===== config.mk =====
export PLATFORM = sky130hd
export DESIGN_NAME = peer_doorbell_regs
export DESIGN_NICKNAME = d
export VERILOG_FILES = /design/src/rtl/pdr_pkg.sv /design/src/rtl/pdr_bus_decode.sv /design/src/rtl/pdr_irq_ctrl.sv /design/src/rtl/pdr_state_reg.sv /design/src/rtl/peer_doorbell_regs.sv
export SDC_FILE = /design/constraint.sdc
export NUM_CORES = 1
export LEC_CHECK = 0
export BUFFER_PORTS_ARGS = -buffer_cell sky130_fd_sc_hd__clkbuf_2
export CAP_MARGIN = 10
export CORE_MARGIN = 3
export CORE_UTILIZATION = 47
export CTS_BUF_LIST = sky130_fd_sc_hd__clkbuf_4 sky130_fd_sc_hd__clkbuf_8 sky130_fd_sc_hd__clkbuf_16
export DETAILED_ROUTE_END_ITERATION = 8
export PLACE_DENSITY = 0.75
export SYNTH_ARGS = -nofsm -noshare
export SYNTH_HDL_FRONTEND = slang
export SYNTH_SLANG_ARGS = --single-unit

===== constraint.sdc =====
create_clock -name clk -period 4.72 [get_ports clk]
set_input_delay 0 -clock clk [delete_from_list [all_inputs] [get_ports clk]]
set_output_delay 0 -clock clk [all_outputs]
set_load 0.01 [all_outputs]

===== src/rtl/pdr_pkg.sv =====
package pdr_pkg;
    localparam int unsigned DATA_W  = 32;
    localparam int unsigned PEER_W  = 16;
    localparam int unsigned CNT_W   = PEER_W + 1;
    localparam int unsigned VEC_W   = DATA_W - PEER_W;

    typedef enum logic [2:0] {
        REG_ID,
        REG_MAXP,
        REG_INTCTL,
        REG_DOORBELL,
        REG_STATE,
        REG_NONE
    } reg_sel_e;

    typedef enum logic {
        IRQ_MUTED,
        IRQ_ARMED
    } irq_state_e;
endpackage


===== src/rtl/pdr_bus_decode.sv =====
module pdr_bus_decode
    import pdr_pkg::*;
#(
    parameter int unsigned ADDR_W = 12
) (
    input  logic              bus_valid,
    input  logic              bus_write,
    input  logic [ADDR_W-1:0] bus_addr,
    output reg_sel_e          sel,
    output logic              wr_stb,
    output logic              rd_stb
);
    localparam int unsigned IDX_W = ADDR_W - 2;

    logic [IDX_W-1:0] word_idx;
    assign word_idx = bus_addr[ADDR_W-1:2];

    always_comb begin
        sel = REG_NONE;
        if (bus_addr[1:0] == 2'b00) begin
            if      (word_idx == IDX_W'(0)) sel = REG_ID;
            else if (word_idx == IDX_W'(1)) sel = REG_MAXP;
            else if (word_idx == IDX_W'(2)) sel = REG_INTCTL;
            else if (word_idx == IDX_W'(3)) sel = REG_DOORBELL;
            else if (word_idx == IDX_W'(4)) sel = REG_STATE;
            else                            sel = REG_NONE;
        end
    end

    assign wr_stb = bus_valid &&  bus_write;
    assign rd_stb = bus_valid && !bus_write;
endmodule


===== src/rtl/pdr_irq_ctrl.sv =====
module pdr_irq_ctrl
    import pdr_pkg::*;
(
    input  logic clk,
    input  logic rst_n,
    input  logic ctl_wr,
    input  logic ctl_bit,
    input  logic evt_in,
    input  logic oneshot,
    output logic enable,
    output logic irq_out
);
    irq_state_e state_q, state_d;
    logic       fire;
    logic       irq_q;

    // state register
    always_ff @(posedge clk or negedge rst_n) begin
        if (!rst_n) state_q <= IRQ_MUTED;
        else        state_q <= state_d;
    end

    // next-state logic: a software write decides the new enable
    always_comb begin
        state_d = state_q;
        unique case (state_q)
            IRQ_MUTED: begin
                if (ctl_wr && ctl_bit) state_d = IRQ_ARMED;
            end
            IRQ_ARMED: begin
                if (ctl_wr)                state_d = ctl_bit ? IRQ_ARMED : IRQ_MUTED;
                else if (evt_in && oneshot) state_d = IRQ_MUTED;
            end
            default: state_d = IRQ_MUTED;
        endcase
    end

    assign fire = (state_q == IRQ_ARMED) && evt_in;

    // output register
    always_ff @(posedge clk or negedge rst_n) begin
        if (!rst_n) irq_q <= 1'b0;
        else        irq_q <= fire;
    end

    assign enable  = (state_q == IRQ_ARMED);
    assign irq_out = irq_q;

    AST_IRQ_HAS_EVENT: assert property (@(posedge clk) disable iff (!rst_n)
        irq_out |-> $past(evt_in));
    AST_MUTED_NO_IRQ: assert property (@(posedge clk) disable iff (!rst_n)
        (state_q == IRQ_MUTED) |=> !irq_out);
    AST_ONESHOT_CLEARS: assert property (@(posedge clk) disable iff (!rst_n)
        (enable && evt_in && oneshot && !ctl_wr) |=> !enable);
    AST_WRITE_WINS: assert property (@(posedge clk) disable iff (!rst_n)
        ctl_wr |=> (enable == $past(ctl_bit)));
endmodule


===== src/rtl/pdr_state_reg.sv =====
module pdr_state_reg
    import pdr_pkg::*;
(
    input  logic              clk,
    input  logic              rst_n,
    input  logic              wr,
    input  logic [DATA_W-1:0] wdata,
    output logic [DATA_W-1:0] value,
    output logic              chg_valid,
    output logic [DATA_W-1:0] chg_value
);
    logic [DATA_W-1:0] value_q;
    logic              chg_q;
    logic [DATA_W-1:0] chg_val_q;

    always_ff @(posedge clk or negedge rst_n) begin
        if (!rst_n) begin
            value_q   <= '0;
            chg_q     <= 1'b0;
            chg_val_q <= '0;
        end else begin
            chg_q <= 1'b0;
            if (wr) begin
                value_q <= wdata;
                if (wdata != value_q) begin
                    chg_q     <= 1'b1;
                    chg_val_q <= wdata;
                end
            end
        end
    end

    assign value     = value_q;
    assign chg_valid = chg_q;
    assign chg_value = chg_val_q;

    AST_NOTIFY_ONLY_ON_CHANGE: assert property (@(posedge clk) disable iff (!rst_n)
        chg_valid |-> (value != $past(value)));
    AST_SAME_VALUE_SILENT: assert property (@(posedge clk) disable iff (!rst_n)
        (wr && (wdata == value)) |=> !chg_valid);
    AST_NOTIFY_CARRIES_VALUE: assert property (@(posedge clk) disable iff (!rst_n)
        chg_valid |-> (chg_value == value));
endmodule


===== src/rtl/peer_doorbell_regs.sv =====
module peer_doorbell_regs
    import pdr_pkg::*;
#(
    parameter int unsigned ADDR_W = 12
) (
    input  logic              clk,
    input  logic              rst_n,
    input  logic              bus_valid,
    input  logic              bus_write,
    input  logic [ADDR_W-1:0] bus_addr,
    input  logic [31:0]       bus_wdata,
    output logic              bus_rvalid,
    output logic [31:0]       bus_rdata,
    input  logic [15:0]       cfg_local_id,
    input  logic [16:0]       cfg_max_peers,
    input  logic              cfg_oneshot,
    output logic              db_valid,
    output logic [15:0]       db_target,
    output logic [15:0]       db_vector,
    output logic              st_chg_valid,
    output logic [31:0]       st_chg_value,
    input  logic              evt_in,
    output logic              irq_out
);
    reg_sel_e          sel;
    logic              wr_stb, rd_stb;
    logic              irq_en;
    logic [DATA_W-1:0] state_val;
    logic              rvalid_q;
    logic [DATA_W-1:0] rdata_q;
    logic              db_q;
    logic [PEER_W-1:0] db_tgt_q;
    logic [VEC_W-1:0]  db_vec_q;

    pdr_bus_decode #(.ADDR_W(ADDR_W)) u_dec (
        .bus_valid (bus_valid),
        .bus_write (bus_write),
        .bus_addr  (bus_addr),
        .sel       (sel),
        .wr_stb    (wr_stb),
        .rd_stb    (rd_stb)
    );

    pdr_irq_ctrl u_irq (
        .clk     (clk),
        .rst_n   (rst_n),
        .ctl_wr  (wr_stb && (sel == REG_INTCTL)),
        .ctl_bit (bus_wdata[0]),
        .evt_in  (evt_in),
        .oneshot (cfg_oneshot),
        .enable  (irq_en),
        .irq_out (irq_out)
    );

    pdr_state_reg u_state (
        .clk       (clk),
        .rst_n     (rst_n),
        .wr        (wr_stb && (sel == REG_STATE)),
        .wdata     (bus_wdata),
        .value     (state_val),
        .chg_valid (st_chg_valid),
        .chg_value (st_chg_value)
    );

    // doorbell request register
    always_ff @(posedge clk or negedge rst_n) begin
        if (!rst_n) begin
            db_q     <= 1'b0;
            db_tgt_q <= '0;
            db_vec_q <= '0;
        end else begin
            db_q <= 1'b0;
            if (wr_stb && (sel == REG_DOORBELL)) begin
                db_q     <= 1'b1;
                db_tgt_q <= bus_wdata[DATA_W-1:VEC_W];
                db_vec_q <= bus_wdata[VEC_W-1:0];
            end
        end
    end

    // registered read path
    always_ff @(posedge clk or negedge rst_n) begin
        if (!rst_n) begin
            rvalid_q <= 1'b0;
            rdata_q  <= '0;
        end else begin
            rvalid_q <= rd_stb;
            rdata_q  <= '0;
            if (rd_stb) begin
                unique case (sel)
                    REG_ID:       rdata_q <= DATA_W'(cfg_local_id);
                    REG_MAXP:     rdata_q <= DATA_W'(cfg_max_peers);
                    REG_INTCTL:   rdata_q <= DATA_W'(irq_en);
                    REG_DOORBELL: rdata_q <= '0;
                    REG_STATE:    rdata_q <= state_val;
                    default:      rdata_q <= '0;
                endcase
            end
        end
    end

    assign bus_rvalid = rvalid_q;
    assign bus_rdata  = rdata_q;
    assign db_valid   = db_q;
    assign db_target  = db_tgt_q;
    assign db_vector  = db_vec_q;

    AST_RVALID_AFTER_READ: assert property (@(posedge clk) disable iff (!rst_n)
        bus_rvalid |-> $past(bus_valid && !bus_write));
    AST_UNBACKED_READ_ZERO: assert property (@(posedge clk) disable iff (!rst_n)
        (rd_stb && (sel == REG_NONE)) |=> (bus_rdata == '0));
    AST_INTCTL_UPPER_ZERO: assert property (@(posedge clk) disable iff (!rst_n)
        (rd_stb && (sel == REG_INTCTL)) |=> (bus_rdata[31:1] == '0));
    AST_DB_FROM_WRITE: assert property (@(posedge clk) disable iff (!rst_n)
        db_valid |-> $past(bus_valid && bus_write && (bus_addr[1:0] == 2'b00)));
endmodule


# ---- Word-level counts from Yosys, hierarchy flattened
# Index checks and enable logic that the tools add are counted.
dict set report totals {
  regBits 133
  latchBits 0
  ram_bits 0
  mem_bits_ro 0
  input_bits 83
  elab_cells 49
  n_memories 0
}
dict set report op_classes {
  addsub 0
  multipliers 0
  div 0
  order_cmp 0
  eq_ne 9
  shift 0
  mux 16
  n_bitwise 1
  reduce_logical 13
}
# operator count
set ops {}
lappend ops {{$pmux 32 s4} 1}
lappend ops {{$mux 32} 1}
lappend ops {{$ne 32x32->1} 1}
lappend ops {{$eq 10x2->1 const B} 2}
lappend ops {{$mux 3} 5}
lappend ops {{$eq 10x1->1 const B} 1}
lappend ops {{$eq 10x3->1 const B} 1}
lappend ops {{$logic_not 10->1} 1}
lappend ops {{$logic_and 1x1->1} 8}
lappend ops {{$mux 1} 8}
lappend ops {{$eq 3x2->1 const B} 2}
lappend ops {{$eq 3x1->1 const B} 1}
lappend ops {{$eq 3x3->1 const B} 1}
lappend ops {{$logic_not 3->1} 1}
lappend ops {{$logic_not 2->1} 1}
lappend ops {{$pmux 1 s2} 1}
lappend ops {{$reduce_and 2->1} 1}
lappend ops {{$logic_not 1->1} 1}
lappend ops {{$not 1->1} 1}

# ---- Depth between registers and ports, before layout
dict set report logic_depth {
  depth_word 12
  ltp_mapped 8
  depth_no_buf 5
}

# ---- By module
# A second synthesis with hierarchy kept.
dict set report unflattened {
  hier_cells 381
  hier_area_um2 5640.4
}
# mod instances cells_per_inst area_each_um2 seq_area_each_um2
set modules_own_cells {}
lappend modules_own_cells {pdr_state_reg 1 180 2792.7 1626.6}
lappend modules_own_cells {peer_doorbell_regs 1 186 2692.6 1651.6}
lappend modules_own_cells {pdr_irq_ctrl 1 6 80.1 50.0}
lappend modules_own_cells {pdr_bus_decode 1 9 75.1 0.0}

# ---- Worst setup path after synthesis
# OpenSTA, ideal clock, no wires.
dict set report synth_timing {
  kind {register -> register}
  start {register u_state.value_q[15], in the netlist u_state.value[15]}
  end {register u_state.chg_val_q[10], in the netlist u_state.chg_value[10]}
  setup_time_ns 0.125
  t_arrival_ns 1.714
  required_time_ns 4.595
  path_slack_ns 2.881
  stages_incl_launch_ff 7
  n_path_buf 1
  synth_period_minus_slack_ns 1.839
  path_cell_list {dfrtp_1 xor2_1 nor4_1 nand4_1 o21ai_4 buf_6 mux2_4}
}
dict set report synth_via {
  elab_chain_cells 2
}
# item line_no
set synth_lines {}
lappend synth_lines {{start: declaration} pdr_state_reg.sv:12} ;# logic [DATA_W-1:0] value_q;
lappend synth_lines {{start signal: assignment} pdr_state_reg.sv:24} ;# value_q <= wdata;
lappend synth_lines {{$ne 32x32->1} pdr_state_reg.sv:25} ;# if (wdata != value_q) begin
lappend synth_lines {{$reduce_and 2->1 (no line)} --}
lappend synth_lines {{end signal: assignment} pdr_state_reg.sv:27} ;# chg_val_q <= wdata;
lappend synth_lines {{end: declaration} pdr_state_reg.sv:14} ;# logic [DATA_W-1:0] chg_val_q;
# No other way between the ends.
# A chain may end at the register's enable or synchronous reset.

# ---- Worst setup path after layout
dict set report layout_timing {
  start {register u_state.value_q[18], in the netlist u_state.value[18]}
  end {register u_state.chg_val_q[20], in the netlist u_state.chg_value[20]}
}
# Same word-level chain as after synthesis.

==> impl_metrics.toml <==
[outcome]
outcome = "completed"

[sta]
fmax_ghz = 0.333
slew_headroom_pct = 18.8
whs_ns = 0.0608
skew_ns = 0.00902
rsz0062_at_grt = "false"
fin_tns_setup_ns = 0
fin_crit_sh_pct = 63.7
post-route-min-period_ns = 3.00
slew_viol_final = 0
tightestPinTransition_ns = 1.22
hold_viol = 0
setup_viol = 0

[worst_setup_path]
endpoint_kind = "flop"
cp_slowest_stage_delay_ns = 0.86
ff2ff_setup_slack_ns = 1.72
crit_slowest_cell = "o21ai_4"
reg2regPathDepth = 6
crit_path_start_kind = "flop"
reg2reg_to = "u_state.chg_value[20]$_DFFE_PN0P_"
cp_num_cells = 6
critPathLaunch = "u_state.value[18]$_DFFE_PN0P_"
critical_path_arrival_ns = 3.29
crit_end = "u_state.chg_value[20]$_DFFE_PN0P_"
crit_fanout = 22
crit_chain = "xor2_1, nor4_1, nand4_1, o21ai_4, buf_4, mux2_4"
timing.rr.start = "u_state.value[18]$_DFFE_PN0P_"
critPathTopFamily = "compound AO/OA/AOI/OAI gates"
worstSetupPathType = "flop to flop"
required_ns = 5.01
critical_path_buf_inv_count = 1

[clock_tree]
ctsRootBufferMaster = "clkbuf_16"
ctsHtreeMaxLevel = 4
cts_tree = "yes"
cts_buffers = 17
clk_latency_ns = 0.41
clkTransAtPathRegs_ns = 0.06
cts_setup_buffers = 0
clockBufferDepth = 2
clock_sinks = 133

[cells_and_area]
finish.utilization_pct = 68.7
drive_gt1_share_pct = 48.9
nets = 723
stdcell_area_um2 = 8020
n_fill_cell = 799
syn_to_final_growth_pct = 40.5

[route]
dr_total_vias = 4251
wl_per_cell_um = 20.1
post-route-drc-count = 0
dr.pass1.iters = 4
viasPerCell = 5.33
drt-total-wl_mm = 16.1
postRouteAntennaNets = 0
drt_iter0_markers = 267

[pwr]
p_per_area_nw_per_um2 = 334
leakage_nw = 4.48
ir_worst_vdd_mv = 0.225
finalPower_w = 0.00268

[global_routing]
antenna_found_initial = 1
track_usage_pct = 24.4
grt_max_degree = 78
grt_overflow = 0
grt_pass1_wl_mm = 24.9
grt_pass1_vias = 4675

[floorplanning]
io-pin-count = 183
die_x_um = 116
dieArea_um2 = 13500
die_y_um = 116
coreArea_um2 = 11700
initial_core_util_pct = 48.9
fp-row-count = 39

[yosys]
avgSynthCellArea_um2 = 14.7
yosys_most_used_dff = "dfrtp_1"
syn_inst = 387
yosys_warnings = 0
post-synth-top-area-cell = "dfrtp_1"
synth_cell_types = 35
synth_top_area_share_pct = 58.3
synth_edf_count = 0
synth_area_um2 = 5700
synth_nets = 470
synth.most_common_cell = "dfrtp_1"
async_flop_share_pct = 100
synth_seq_cells = 133
seq_area_frac_synth_pct = 58.3
synthTopCellsByArea = "dfrtp_1 58%, mux2_4 16%, mux2_2 7.5%"
synth_common_cells = "133 x dfrtp_1, 59 x mux2_4, 38 x mux2_2"

[flow_run]
maxCapViolCount = 0

[place]
port_buffers = 182
post-dp-hpwl_mm = 10.3
gp_congestion = 0.778
place_area_um2 = 6690

[worst_hold_path]
hp-class = "input port to flop"
## kinds of logic (layout without fill, tap and decap cells)
kind of cell / Yosys count / in the layout / synth area share [%]
muxes: 97 / 97 / 23.0
DFF: 133 / 133 / 58.3
and+or+nand+nor: 64 / 64 / 6.49
buffers and inverters: 24 / 289 / 2.63
xor gates and xnor gates: 32 / 32 / 4.91
other: 0 / 2 / 0
AOI/OAI and AO/OA: 37 / 37 / 4.58
## worst reg2reg max path: cells and delay by family, from the launching register on
| kind | cells | cell delay, ns |
|---|---|---|
| AOI/OAI and AO/OA | 1 | 0.86 |
| and+or+nand+nor | 2 | 0.71 |
| buffers and inverters | 1 | 0.41 |
| DFF | 1 | 0.40 |
| muxes | 1 | 0.34 |
| xor gates and xnor gates | 1 | 0.16 |
## state kept, by name, summed over array words and instances, names as in the netlist, 16 cells and up
register	cells
u_state.value	32
u_state.chg_value	32
db_vector	16
db_target	16
bus_rdata	32
## power breakdown
group | leakage (nW) | switching (W) | total, W | internal (W)
Combinational | 2.32 | 0.0000756 | 0.000141 | 0.0000657
Clock | 0.300 | 0.000475 | 0.00139 | 0.000916
Sequential | 1.86 | 0.00000162 | 0.00114 | 0.00114
Total | 4.48 | 0.000552 | 0.00268 | 0.00213
## cell usage in the layout, fill, tap and decap left out, types with 15 or more instances in the layout
| master | count |
|---|---|
| mux2_4 | 59 |
| dfrtp_1 | 133 |
| clkbuf_16 | 17 |
| clkbuf_2 | 181 |
| mux2_2 | 38 |
| a21oi_1 | 16 |
| xor2_1 | 32 |
| nand2_1 | 17 |
| a32oi_1 | 15 |
| dlygate4sd3_1 | 70 |
| and3_1 | 16 |
## metal layers
| metal | wire, µm | global-route usage (%) |
|---|---|---|
| met5 | 0 | 0 |
| met4 | 578 | 12.1 |
| met3 | 779 | 5.75 |
| met2 | 8320 | 41.8 |
| met1 | 6370 | 28.9 |
## worst min path at each step
stage / startpoint / endpoint / slack (ns) / cells after the start
after floorplan: rst_n / bus_rdata[0]$_DFF_PN0_ / -0.30 / 0
after global placement: rst_n / db_vector[3]$_DFFE_PN0P_ / 0.07 / 1
after detailed placement: rst_n / bus_rdata[0]$_DFF_PN0_ / 0.08 / 1
after CTS: cfg_oneshot / u_irq.enable$_DFF_PN0_ / 0.05 / 3
after global routing: cfg_oneshot / u_irq.enable$_DFF_PN0_ / 0.07 / 3
final: cfg_oneshot / u_irq.enable$_DFF_PN0_ / 0.06 / 3
## final cells by class
type	count	area [µm²]	area share, %
diodes	2	5.00	0.0624
clock buffers	22	469	5.85
clock inverters	9	153	1.90
inverters	2	7.51	0.0936
multi-input cells	230	2230	27.8
flip-flops and latches	133	3330	41.5
well taps	143	179	2.23
repair buffers	256	1650	20.6
## through the flow
stage | cells | setup slack (ns)
finish | 797 | 1.72
global route | 796 | 1.58
CTS | 795 | 1.69
detailed placement | 694 | 1.67
global placement | 694 | 1.75
floorplan | 387 | 2.88
## timing repair
action / 4_1_cts / 5_1_grt
gates resized for setup: 0 / 0
hold endpoints to repair: 192 / 0
hold buffers: 70 / 0
(Power assumes the default switching activity.)
